==> config.mk <==
export PLATFORM = sky130hd
export DESIGN_NAME = rxring_commit_mgr
export DESIGN_NICKNAME = d
export VERILOG_FILES = /design/src/rtl/rxring_pkg.sv /design/src/rtl/rxring_wrptr.sv /design/src/rtl/rxring_commit.sv /design/src/rtl/rxring_evt.sv /design/src/rtl/rxring_commit_mgr.sv
export SDC_FILE = /design/constraint.sdc
export NUM_CORES = 1
export LEC_CHECK = 0
export BUFFER_PORTS_ARGS = -buffer_cell sky130_fd_sc_hd__buf_2
export CORE_MARGIN = 2
export CORE_UTILIZATION = 50
export CTS_CLUSTER_DIAMETER = 60
export DETAILED_ROUTE_END_ITERATION = 16
export PLACE_DENSITY = 0.77
export SKIP_CTS_REPAIR_TIMING = 1
export SLEW_MARGIN = 20
export SYNTH_ARGS = -nofsm -noshare
export SYNTH_HDL_FRONTEND = slang
export SYNTH_SLANG_ARGS = --single-unit
==> constraint.sdc <==
create_clock -name clk -period 3.1 [get_ports clk]
set_input_delay 0.465 -clock clk [delete_from_list [all_inputs] [get_ports clk]]
set_output_delay 0.465 -clock clk [all_outputs]
set_load 0.01 [all_outputs]
==> src/rtl/rxring_pkg.sv <==
package rxring_pkg;

   typedef enum logic [1:0] {
      RD_NONE   = 2'd0,
      RD_FCOUNT = 2'd1,
      RD_BUFEVT = 2'd2,
      RD_RXEVT  = 2'd3
   } rd_sel_e;

   localparam int BUSCTL_RSTDMA_BIT = 6;
   localparam int BUFEVT_PEND_BIT   = 7;

   // Offset a lies in the ring span [b, e); b == e means the whole ring.
   function automatic logic ofs_in_span(input logic [31:0] a,
                                        input logic [31:0] b,
                                        input logic [31:0] e);
      if (b < e)       return (a >= b) && (a < e);
      else if (b > e)  return (a >= b) || (a < e);
      else             return 1'b1;
   endfunction

endpackage

==> src/rtl/rxring_wrptr.sv <==
module rxring_wrptr #(
   parameter int OFS_W    = 16,
   parameter int LEN_W    = 16,
   parameter int SMALL_AW = 14,
   parameter int ALIGN_B  = 4,
   parameter int WORD_B   = 2
) (
   input  logic             clk,
   input  logic             rst_n,
   input  logic             buf_large,
   input  logic             rst_dma,
   input  logic             fr_start,
   input  logic             wd_valid,
   input  logic             fr_end,
   input  logic [LEN_W-1:0] fr_len,
   input  logic             blocked,
   output logic [OFS_W-1:0] cur_addr,
   output logic             wr_en,
   output logic             drop_evt,
   output logic             frame_done,
   output logic [OFS_W-1:0] sof_q,
   output logic [OFS_W-1:0] done_ptr,
   output logic [OFS_W-1:0] ring_mask
);

   localparam int SUM_W = ((OFS_W > LEN_W) ? OFS_W : LEN_W) + 1;
   localparam logic [OFS_W-1:0] ALIGN_M = OFS_W'(ALIGN_B - 1);
   localparam logic [OFS_W-1:0] STEP    = OFS_W'(WORD_B);

   if ((ALIGN_B & (ALIGN_B - 1)) != 0 || ALIGN_B < WORD_B) begin : g_bad_align
      $error("rxring_wrptr: ALIGN_B must be a power of two not below WORD_B");
   end

   // Ring-size variants: one fixed size, or a choice of two.
   if (SMALL_AW >= OFS_W) begin : g_one_size
      assign ring_mask = '1;
   end else begin : g_two_sizes
      localparam logic [OFS_W-1:0] SMALL_M = {OFS_W{1'b1}} >> (OFS_W - SMALL_AW);
      assign ring_mask = buf_large ? {OFS_W{1'b1}} : SMALL_M;
   end

   logic             active_q;
   logic             drop_q;
   logic [OFS_W-1:0] fstart_q;
   logic [SUM_W-1:0] end_raw;
   logic [OFS_W-1:0] end_al;
   logic             word_try;

   assign word_try   = active_q && !drop_q && wd_valid && !fr_start;
   assign wr_en      = word_try && !blocked;
   assign drop_evt   = word_try && blocked;
   assign frame_done = active_q && !drop_q && !drop_evt && fr_end && !fr_start;

   assign end_raw = SUM_W'(fstart_q) + SUM_W'(fr_len) + SUM_W'(ALIGN_M);
   assign end_al  = OFS_W'(end_raw) & ~ALIGN_M & ring_mask;

   always_ff @(posedge clk or negedge rst_n) begin
      if (!rst_n) begin
         active_q <= 1'b0;
         drop_q   <= 1'b0;
         fstart_q <= '0;
         cur_addr <= '0;
         sof_q    <= '0;
         done_ptr <= '0;
      end else if (rst_dma) begin
         active_q <= 1'b0;
         drop_q   <= 1'b0;
         fstart_q <= '0;
         cur_addr <= '0;
         sof_q    <= '0;
         done_ptr <= '0;
      end else if (fr_start) begin
         active_q <= 1'b1;
         drop_q   <= 1'b0;
         fstart_q <= done_ptr;
         cur_addr <= done_ptr;
      end else begin
         if (wr_en)    cur_addr <= (cur_addr + STEP) & ring_mask;
         if (drop_evt) drop_q   <= 1'b1;
         if (fr_end)   active_q <= 1'b0;
         if (frame_done) begin
            sof_q    <= fstart_q;
            done_ptr <= end_al;
         end
      end
   end

   // a completed frame publishes an aligned start offset
   assert_sof_aligned_R3: assert property (@(posedge clk) disable iff (!rst_n)
      frame_done |=> ((sof_q & ALIGN_M) == '0));

endmodule

==> src/rtl/rxring_commit.sv <==
module rxring_commit
   import rxring_pkg::*;
#(
   parameter int OFS_W = 16
) (
   input  logic             clk,
   input  logic             rst_n,
   input  logic             rst_dma,
   input  logic             cnt_rd,
   input  logic             cnt_nonzero,
   input  logic             skip_evt,
   input  logic             drop_evt,
   input  logic [OFS_W-1:0] done_ptr,
   input  logic [OFS_W-1:0] probe_addr,
   output logic             blocked,
   output logic             cmt_valid,
   output logic [OFS_W-1:0] cmt_base,
   output logic [OFS_W-1:0] cmt_end,
   output logic             overflow
);

   logic [OFS_W-1:0] mark_q;   // end of span handed over by the last count read

   assign blocked = cmt_valid &&
                    ofs_in_span(32'(probe_addr), 32'(cmt_base), 32'(cmt_end));

   always_ff @(posedge clk or negedge rst_n) begin
      if (!rst_n) begin
         cmt_valid <= 1'b0;
         cmt_base  <= '0;
         cmt_end   <= '0;
         mark_q    <= '0;
      end else if (rst_dma) begin
         cmt_valid <= 1'b0;
         cmt_base  <= '0;
         cmt_end   <= '0;
         mark_q    <= '0;
      end else if (cnt_rd) begin
         cmt_valid <= cnt_nonzero;
         cmt_base  <= mark_q;
         cmt_end   <= done_ptr;
         mark_q    <= done_ptr;
      end else if (skip_evt) begin
         cmt_valid <= 1'b0;
      end
   end

   always_ff @(posedge clk or negedge rst_n) begin
      if (!rst_n)        overflow <= 1'b0;
      else if (rst_dma)  overflow <= 1'b0;
      else if (drop_evt) overflow <= 1'b1;
   end

   // an implied skip drops the commit
   assert_skip_release_R7: assert property (@(posedge clk) disable iff (!rst_n)
      (skip_evt && !cnt_rd && !rst_dma) |=> !cmt_valid);

   // the overflow flag only leaves the set state through reset-DMA
   assert_ovf_sticky_R5: assert property (@(posedge clk) disable iff (!rst_n)
      (overflow && !rst_dma) |=> overflow);

endmodule

==> src/rtl/rxring_evt.sv <==
module rxring_evt #(
   parameter int CNT_W   = 16,
   parameter bit SAT_CNT = 1'b1
) (
   input  logic             clk,
   input  logic             rst_n,
   input  logic             rst_dma,
   input  logic             stream_mode,
   input  logic             strm_done,
   input  logic             frame_done,
   input  logic             cnt_rd,
   input  logic             bufevt_rd,
   output logic [CNT_W-1:0] cnt_q,
   output logic             pend_q,
   output logic             cnt_nonzero,
   output logic             skip_evt
);

   logic [CNT_W-1:0] cnt_base;
   logic [CNT_W-1:0] cnt_next;
   logic             pend_next;
   logic             pend_rise;

   assign cnt_base    = cnt_rd ? '0 : cnt_q;
   assign cnt_nonzero = (cnt_q != '0);
   assign skip_evt    = bufevt_rd && pend_q;

   // Counter variants: hold at full scale, or wrap.
   if (SAT_CNT) begin : g_sat
      assign cnt_next = (frame_done && (cnt_base != '1)) ? cnt_base + 1'b1 : cnt_base;
   end else begin : g_wrap
      assign cnt_next = cnt_base + CNT_W'(frame_done);
   end

   assign pend_rise = stream_mode ? strm_done : (cnt_q == '0);

   always_comb begin
      if (cnt_next == '0) pend_next = 1'b0;
      else                pend_next = pend_q || pend_rise;
   end

   always_ff @(posedge clk or negedge rst_n) begin
      if (!rst_n) begin
         cnt_q  <= '0;
         pend_q <= 1'b0;
      end else if (rst_dma) begin
         cnt_q  <= '0;
         pend_q <= 1'b0;
      end else begin
         cnt_q  <= cnt_next;
         pend_q <= pend_next;
      end
   end

   // pending never outlives an empty count
   assert_pend_needs_count_R9: assert property (@(posedge clk) disable iff (!rst_n)
      pend_q |-> (cnt_q != '0));

   // a buffer-event read leaves pending set
   assert_bufevt_no_clear_R9: assert property (@(posedge clk) disable iff (!rst_n)
      (bufevt_rd && pend_q && !rst_dma && !cnt_rd) |=> pend_q);

   // in stream mode pending needs the stream-done pulse to rise
   assert_stream_rise_R10: assert property (@(posedge clk) disable iff (!rst_n)
      (stream_mode && !strm_done && !pend_q) |=> !pend_q);

endmodule

==> src/rtl/rxring_commit_mgr.sv <==
module rxring_commit_mgr
   import rxring_pkg::*;
#(
   parameter int OFS_W    = 16,
   parameter int SMALL_AW = 14,
   parameter int LEN_W    = 16,
   parameter int DATA_W   = 16,
   parameter int CNT_W    = 16,
   parameter int REG_W    = 16,
   parameter int ALIGN_B  = 4,
   parameter bit SAT_CNT  = 1'b1
) (
   input  logic              clk,
   input  logic              rst_n,
   input  logic              buf_large,
   input  logic              stream_mode,
   input  logic              fr_start,
   input  logic              wd_valid,
   input  logic [DATA_W-1:0] wd_data,
   input  logic              fr_end,
   input  logic [LEN_W-1:0]  fr_len,
   input  logic              strm_done,
   input  logic              host_rd,
   input  logic [1:0]        host_rd_sel,
   output logic [REG_W-1:0]  host_rdata,
   input  logic              host_wr_busctl,
   input  logic [REG_W-1:0]  host_wdata,
   output logic              wr_en,
   output logic [OFS_W-1:0]  wr_addr,
   output logic [DATA_W-1:0] wr_data,
   output logic [OFS_W-1:0]  sof_offset,
   output logic [CNT_W-1:0]  frame_count,
   output logic              frame_pending,
   output logic              overflow
);

   localparam int WORD_B = DATA_W / 8;

   if (CNT_W > REG_W || REG_W <= BUFEVT_PEND_BIT || REG_W <= BUSCTL_RSTDMA_BIT) begin : g_bad_reg
      $error("rxring_commit_mgr: register width too small for count or flag bits");
   end
   if (SMALL_AW > OFS_W || DATA_W % 16 != 0) begin : g_bad_geom
      $error("rxring_commit_mgr: ring or word geometry out of range");
   end

   rd_sel_e          rd_sel;
   logic             rst_dma;
   logic             cnt_rd;
   logic             bufevt_rd;
   logic             blocked;
   logic             drop_evt;
   logic             frame_done;
   logic             skip_evt;
   logic             cnt_nonzero;
   logic             cmt_valid;
   logic [OFS_W-1:0] cmt_base;
   logic [OFS_W-1:0] cmt_end;
   logic [OFS_W-1:0] done_ptr;
   logic [OFS_W-1:0] ring_mask;
   logic             unused_wdata;

   assign rd_sel       = rd_sel_e'(host_rd_sel);
   assign rst_dma      = host_wr_busctl && host_wdata[BUSCTL_RSTDMA_BIT];
   assign cnt_rd       = host_rd && (rd_sel == RD_FCOUNT);
   assign bufevt_rd    = host_rd && (rd_sel == RD_BUFEVT);
   assign unused_wdata = ^host_wdata;
   assign wr_data      = wd_data;

   rxring_wrptr #(
      .OFS_W(OFS_W), .LEN_W(LEN_W), .SMALL_AW(SMALL_AW),
      .ALIGN_B(ALIGN_B), .WORD_B(WORD_B)
   ) u_wrptr (
      .clk(clk), .rst_n(rst_n), .buf_large(buf_large), .rst_dma(rst_dma),
      .fr_start(fr_start), .wd_valid(wd_valid), .fr_end(fr_end), .fr_len(fr_len),
      .blocked(blocked), .cur_addr(wr_addr), .wr_en(wr_en), .drop_evt(drop_evt),
      .frame_done(frame_done), .sof_q(sof_offset), .done_ptr(done_ptr),
      .ring_mask(ring_mask)
   );

   rxring_commit #(.OFS_W(OFS_W)) u_commit (
      .clk(clk), .rst_n(rst_n), .rst_dma(rst_dma), .cnt_rd(cnt_rd),
      .cnt_nonzero(cnt_nonzero), .skip_evt(skip_evt), .drop_evt(drop_evt),
      .done_ptr(done_ptr), .probe_addr(wr_addr), .blocked(blocked),
      .cmt_valid(cmt_valid), .cmt_base(cmt_base), .cmt_end(cmt_end),
      .overflow(overflow)
   );

   rxring_evt #(.CNT_W(CNT_W), .SAT_CNT(SAT_CNT)) u_evt (
      .clk(clk), .rst_n(rst_n), .rst_dma(rst_dma), .stream_mode(stream_mode),
      .strm_done(strm_done), .frame_done(frame_done), .cnt_rd(cnt_rd),
      .bufevt_rd(bufevt_rd), .cnt_q(frame_count), .pend_q(frame_pending),
      .cnt_nonzero(cnt_nonzero), .skip_evt(skip_evt)
   );

   always_comb begin
      host_rdata = '0;
      if (host_rd) begin
         unique case (rd_sel)
            RD_FCOUNT: host_rdata = REG_W'(frame_count);
            RD_BUFEVT: host_rdata[BUFEVT_PEND_BIT] = frame_pending;
            default:   host_rdata = '0;
         endcase
      end
   end

   // back-to-back writes advance by one word inside the ring
   assert_addr_step_R2: assert property (@(posedge clk) disable iff (!rst_n)
      (wr_en && !rst_dma) |=> (!wr_en || (wr_addr == (($past(wr_addr) + OFS_W'(WORD_B)) & ring_mask))));

   // overflow rises only after a refused word
   assert_ovf_cause_R5: assert property (@(posedge clk) disable iff (!rst_n)
      $rose(overflow) |-> ($past(wd_valid) && !$past(wr_en)));

   // reset-DMA clears the visible state one clock later
   assert_reset_dma_R8: assert property (@(posedge clk) disable iff (!rst_n)
      rst_dma |=> (frame_count == '0 && !frame_pending && !overflow &&
                   sof_offset == '0 && !cmt_valid && cmt_base == '0 && cmt_end == '0));

   // receive-event reads return zero
   assert_rxevt_zero_R11: assert property (@(posedge clk) disable iff (!rst_n)
      (host_rd && rd_sel == RD_RXEVT) |-> (host_rdata == '0));

endmodule

# [Word level (Yosys, flattened, before mapping)]
# Index checks and enable logic that the tools add are counted.
[totals] register_bits=117 inputBits=60 word_cells=97
[classes] addsub=4 magnitude_cmp=4 n_eq_ne=4 muxes=38 bitwise=2 n_reduce_logical=33
[ops] operator="$mux W16" count=20
[ops] operator="$add A16 B2 Y16 const B" count=2
[ops] operator="$and A16 B16 Y16" count=2
[ops] operator="$logic_not A16 Y1" count=2
[ops] operator="$lt A16 B16 Y1" count=2
[ops] operator="$add A16 B1 Y16 const B" count=1
[ops] operator="$add A16 B16 Y16" count=1
[ops] operator="$ge A16 B16 Y1" count=1
[ops] operator="$gt A16 B16 Y1" count=1
[ops] operator="$ne A16 B16 Y1 const B" count=1
[ops] operator="$reduce_bool A16 Y1" count=1
[ops] operator="$logic_and A1 B1 Y1" count=15
[ops] operator="$mux W1" count=15
[ops] operator="$reduce_bool A3 Y1" count=4
[ops] operator="$mux W8" count=1
[ops] operator="$reduce_bool A2 Y1" count=4
[ops] operator="$mux W7" count=1
[ops] operator="$logic_not A1 Y1" count=4
[ops] operator="$eq A2 B1 Y1 const B" count=1
[ops] operator="$eq A2 B2 Y1 const B" count=1
[ops] operator="$logic_or A1 B1 Y1" count=2
[ops] operator="$ne A2 B1 Y1 const B" count=1
[ops] operator="$pmux W1 S2" count=1
[ops] operator="$reduce_and A2 Y1" count=1

# [Longest topological paths before layout]
[logic_depth] depth_word=15 mapped_depth=18 mapped_depth_nobuf=16

# [Cells and area by module]
# A second synthesis with hierarchy kept.
[unflattened] hier_cells=780 hier_area_um2=7453.4
[by_module_without_submodules] module="rxring_wrptr" instances=1 cells_each=327 area_per_inst_um2=3303.2 seq_area_each_um2=1476.4
[by_module_without_submodules] module="rxring_commit" instances=1 cells_each=267 area_per_inst_um2=2503.7 seq_area_each_um2=850.8
[by_module_without_submodules] module="rxring_evt" instances=1 cells_each=144 area_per_inst_um2=1330.0 seq_area_each_um2=425.4
[by_module_without_submodules] module="rxring_commit_mgr" instances=1 cells_each=42 area_per_inst_um2=316.6 seq_area_each_um2=0.0

# [Least setup slack after synthesis]
# OpenSTA, ideal clock, no wires.
[synth_timing] path_type="input to register" from="input host_rd_sel[1]" to="register u_evt.pend_q" setup_ns=0.138 arrival_ns=3.356 slack_ns=-0.394 stages=17 n_path_buf=2 cell_sequence="inv_1 > ha_1 > nand2_1 > clkbuf_1 > and2_1 > ha_1 > nand3_1 > nor2_1 > nand2_1 > or4_4 > or2_4 > nand2_4 > or2_1 > buf_6 > o21ai_0 > a2111oi_2 > a31oi_1"
[synth_via] elab_chain_cells=9
[synth_rtl] item="start, declared" line_no="rxring_commit_mgr.sv:24" text="input logic [1:0] host_rd_sel,"
[synth_rtl] item="$eq A2 B1 Y1 (*)" line_no="rxring_commit_mgr.sv:64" text="assign cnt_rd = host_rd && (rd_sel == RD_FCOUNT);"
[synth_rtl] item="$logic_and A1 B1 Y1 (*)" line_no="rxring_commit_mgr.sv:64"
[synth_rtl] item="$mux W16 (*)" line_no="rxring_evt.sv:24" text="assign cnt_base = cnt_rd ? '0 : cnt_q;"
[synth_rtl] item="parallel branches: the longest is 2 deep, another holds $add A16 B1 Y16"
[synth_rtl] item="$mux W16 (*)" line_no="rxring_evt.sv:30" text="assign cnt_next = (frame_done && (cnt_base != '1)) ? cnt_base + 1'b1 : cnt_base;"
[synth_rtl] item="$logic_not A16 Y1 (*)" line_no="rxring_evt.sv:38" text="if (cnt_next == '0) pend_next = 1'b0;"
[synth_rtl] item="$mux W1 (*)" line_no="rxring_evt.sv:38"
[synth_rtl] item="$mux W1 (*)" line_no="rxring_evt.sv:46" text="end else if (rst_dma) begin"
[synth_rtl] item="end signal, assigned" line_no="rxring_evt.sv:51" text="pend_q <= pend_next;"
[synth_rtl] item="end, declared" line_no="rxring_evt.sv:14" text="output logic pend_q,"
# Every way passes the cells marked *.
# A chain may end at the register's enable or synchronous reset.

# [Worst setup path in the final report]
[layout_timing] from="register u_commit.cmt_end[3]" to="output wr_en"
[layout_via] elab_chain_cells=7
[layout_rtl] item="start, declared" line_no="rxring_commit.sv:18" text="output logic [OFS_W-1:0] cmt_end,"
[layout_rtl] item="start signal, assigned" line_no="rxring_commit.sv:41" text="cmt_end <= done_ptr;"
[layout_rtl] item="$lt A16 B16 Y1" line_no="rxring_pkg.sv:17, rxring_pkg.sv:18"
[layout_rtl] item="$logic_or A1 B1 Y1" line_no="rxring_pkg.sv:18" text="else if (b > e) return (a >= b) || (a < e);"
[layout_rtl] item="$mux W1" line_no="rxring_pkg.sv:18"
[layout_rtl] item="$mux W1 (*)" line_no="rxring_pkg.sv:17" text="if (b < e) return (a >= b) && (a < e);"
[layout_rtl] item="$logic_and A1 B1 Y1 (*)" line_no="rxring_commit.sv:24" text="assign blocked = cmt_valid &&"
[layout_rtl] item="$logic_not A1 Y1 (*)" line_no="rxring_wrptr.sv:50" text="assign wr_en = word_try && !blocked;"
[layout_rtl] item="$logic_and A1 B1 Y1 (*)" line_no="rxring_wrptr.sv:50"
[layout_rtl] item="end, declared" line_no="rxring_commit_mgr.sv:28" text="output logic wr_en,"
# Mark *: on every way between the ends. The rest lies on a longest branch, timed or not.

==> impl_results.md <==
- Vias in the first global route: 5850
- Largest net degree at the start of global routing: 93
- Largest cells by area after synthesis: dfrtp_1 (39%), ha_1 (11%), nand2_1 (8.2%)
- Bufs on Longest Clock Path: 2
- Initial Util: 51.1%
- Layout cells sized above 1: 25.8%
- Final wirelength: 18400 um
- Peak supply drop: 0.000247 V
- XOR/XNOR Fraction of Synth Area: 4.79%
- Final Instance Area: 8380 um^2
- FF-to-FF setup slack: -0.09 ns
- Layout Skew: 0.00752 ns
- CP Capture Type: primary output
- Top-count cell post-synth: nand2_1
- Adder-Cell Fraction of Synth Area: 10.7%
- Syn Inst Count: 799
- Clock sink total: 106
- Cell variety after synth: 57
- CORE AREA: 13200 um^2
- FMAX: 0.303 GHz
- RePlAce Congestion: 0.943
- Starting DRT DRC Count: 572
- H-tree depth: 3
- Vias per cell: 5.58
- Hold slack: 0.0735 ns
- Total GRT Usage: 25.1%
- Port buffer count: 92
- Setup ws final: -0.200 ns
- Final core occ: 63.3%
- Maximum fanout along the worst path: 7
- Top post-synthesis cells by count: nand2_1 (148), dfrtp_1 (106), a21oi_1 (84)
- EDFF count, synth: 0
- Post-placement cell area: 7780 um^2
- Ys flop type: dfrtp_1
- DRC viols: 0
- ANT cells: 0
- Cell taking the most area after synthesis: dfrtp_1
- Routed Antenna Nets: 0
- Leakage: 0.00420 uW
- Post-synthesis sequential area ratio: 39.2%
- Antenna violations before repair: 0
- Die H: 120 um
- Die width: 120 um
- Warnings from Yosys: 0
- Required time worst endpoint: 2.63 ns
- Setup violators final: 14
- Period utilization: 106%
- Nets: 1051
- Final non-filler cell total: 1114
- Row Count: 42
- Max Cap Violations: 0
- Clk_lat worst skew: 0.36 ns
- Synth Area per Inst: 8.46 um^2
- Mux contribution to synthesized area: 3.11%
- Root Buffer Master: clkbuf_16
- Dpl hpwl: 12400 um
- Yosys top cell area share: 39.2%
- Congestion Overflow GR: 0
- CTS tree: done
- First-pass GRT wire length: 29000 um
- Failing checks: setup timing
- Post-Syn Area: 6760 um^2
- Boundary pin count: 143
- Minimum clock period: 3.30 ns
- Synth Area in Compound Gates: 12.5%
- Unrepaired setup endpoints after global routing: yes
- CTS Buf Count: 9
- Drt first pass iters: 6
- Crit start category: register
- Status: finished with violations
- Area Overhead vs Synth: 24.0%
- Hold WC Path Type: primary input to asynchronous set/reset pin
- Avg WL per Cell: 16.5 um
- Slew Viols, Final: 0
- Power per cell area: 411 nW/um^2
- Vias: 6221
- Setup CP Type: register to primary output
- #FFs+latches synth: 106
- Die area: 14500 um^2
- Worst-path clk slew: 0.07 ns
- Endpoints failing hold: 0
- Arrival time worst endpoint: 2.84 ns
- Fraction of registers with async set/reset: 100%
- Main combinational cell family by area after synthesis: simple AND/OR/NAND/NOR gates
- # placed instances: 1086
- Slew HR: 34.2%
- Power consumption: 3440 uW
- Synth Area in Simple Gates: 23.2%
- Worst slew pin tran: 0.987 ns
## path summary, 6_finish.rpt
check | startpoint | to | cells after the start
worst max-delay path | u_commit.cmt_end[3] | wr_en | 11
worst min-delay path | rst_n | u_evt.cnt_q[2] | 1
worst max register to register | u_commit.cmt_end[3] | u_evt.pend_q | 12
worst min register to register | u_wrptr.drop_q | u_wrptr.drop_q | 1
max in group asynchronous | rst_n | u_wrptr.sof_q[3] | 2
min in group clk | buf_large | u_wrptr.done_ptr[15] | 3
## layer usage
layer | wire length, um | vias to the layer above | global-route usage [%]
met5 | 0 | - | 0
met4 | 331 | 0 | 8.79
met3 | 1150 | 27 | 3.40
met2 | 8700 | 234 | 38.5
met1 | 8250 | 2972 | 36.6
li1 | - | 2988 | -
## per-stage QoR
| step | setup slack (ns) | TNS, ns |
|---|---|---|
| 5_1_grt | -0.272 | -2.49 |
| 4_1_cts | -0.252 | -0.536 |
| 3_5_place_dp | -0.218 | -1.37 |
| 3_3_place_gp | -0.171 | -0.747 |
| 6_report | -0.200 | -0.700 |
| 2_1_floorplan | -0.117 | -0.117 |
## layout by cell type (no fill, tap or decap), types with 7 or more instances in the layout
master,instances
o21ai_0,12
nand2_1,146
ha_1,53
xor2_1,20
nor3_1,12
buf_6,10
inv_1,32
dfrtp_1,106
buf_4,73
xnor2_1,16
and3_1,20
mux2i_1,21
a31oi_1,7
nand3_1,26
clkbuf_16,9
buf_2,90
a21oi_1,79
nor2_1,65
nand4_1,9
a21o_1,8
## area by class of cell
class                           count  area [um^2]
Clock buffer                       10          229
Clock inverter                      6         65.1
Fill cell                        1125         4860
Inverter                           39          159
Multi-Input combinational cell    602         3920
Sequential cell                   106         2650
Tap cell                          176          220
Timing Repair Buffer              175         1140
## report_power, final
group	internal [uW]	total [uW]	switching, uW
Clock	630	1170	536
Sequential	1460	1540	81.8
Combinational	325	740	415
Total	2410	3440	1030
## critical path, cell delays in order (launching register included)
cell and delay [ns]:
dfrtp_1 0.35, inv_1 0.08, ha_1 0.32, a21o_1 0.18, a221o_1 0.33, a221o_1 0.36
o221ai_2 0.29, buf_4 0.17, nand4_1 0.09, buf_6 0.16, inv_2 0.05, buf_6 0.09
## logic make-up (layout without fill, tap and decap cells)
logic type               Yosys count  count (layout)
buffers and inverters             93             230
flip-flops                       106             106
adder cells (fa/ha/maj)           58              58
AND/OR/NAND/NOR                  341             341
XOR/XNOR                          37              37
other                              1               3
multiplexers                      21              21
AO/OA/AOI/OAI                    142             142
## sequential cells by signal (all words and copies together), names as in the netlist
signal and cells:
u_commit.cmt_valid 1, u_wrptr.fstart_q 14, u_wrptr.active_q 1, u_evt.pend_q 1
u_wrptr.drop_q 1, u_commit.cmt_end 14, u_commit.cmt_base 14, u_commit.overflow 1
u_wrptr.cur_addr 15, u_wrptr.done_ptr 14, u_evt.cnt_q 16, u_wrptr.sof_q 14
Note: power is estimated with default switching activity, not from simulation.
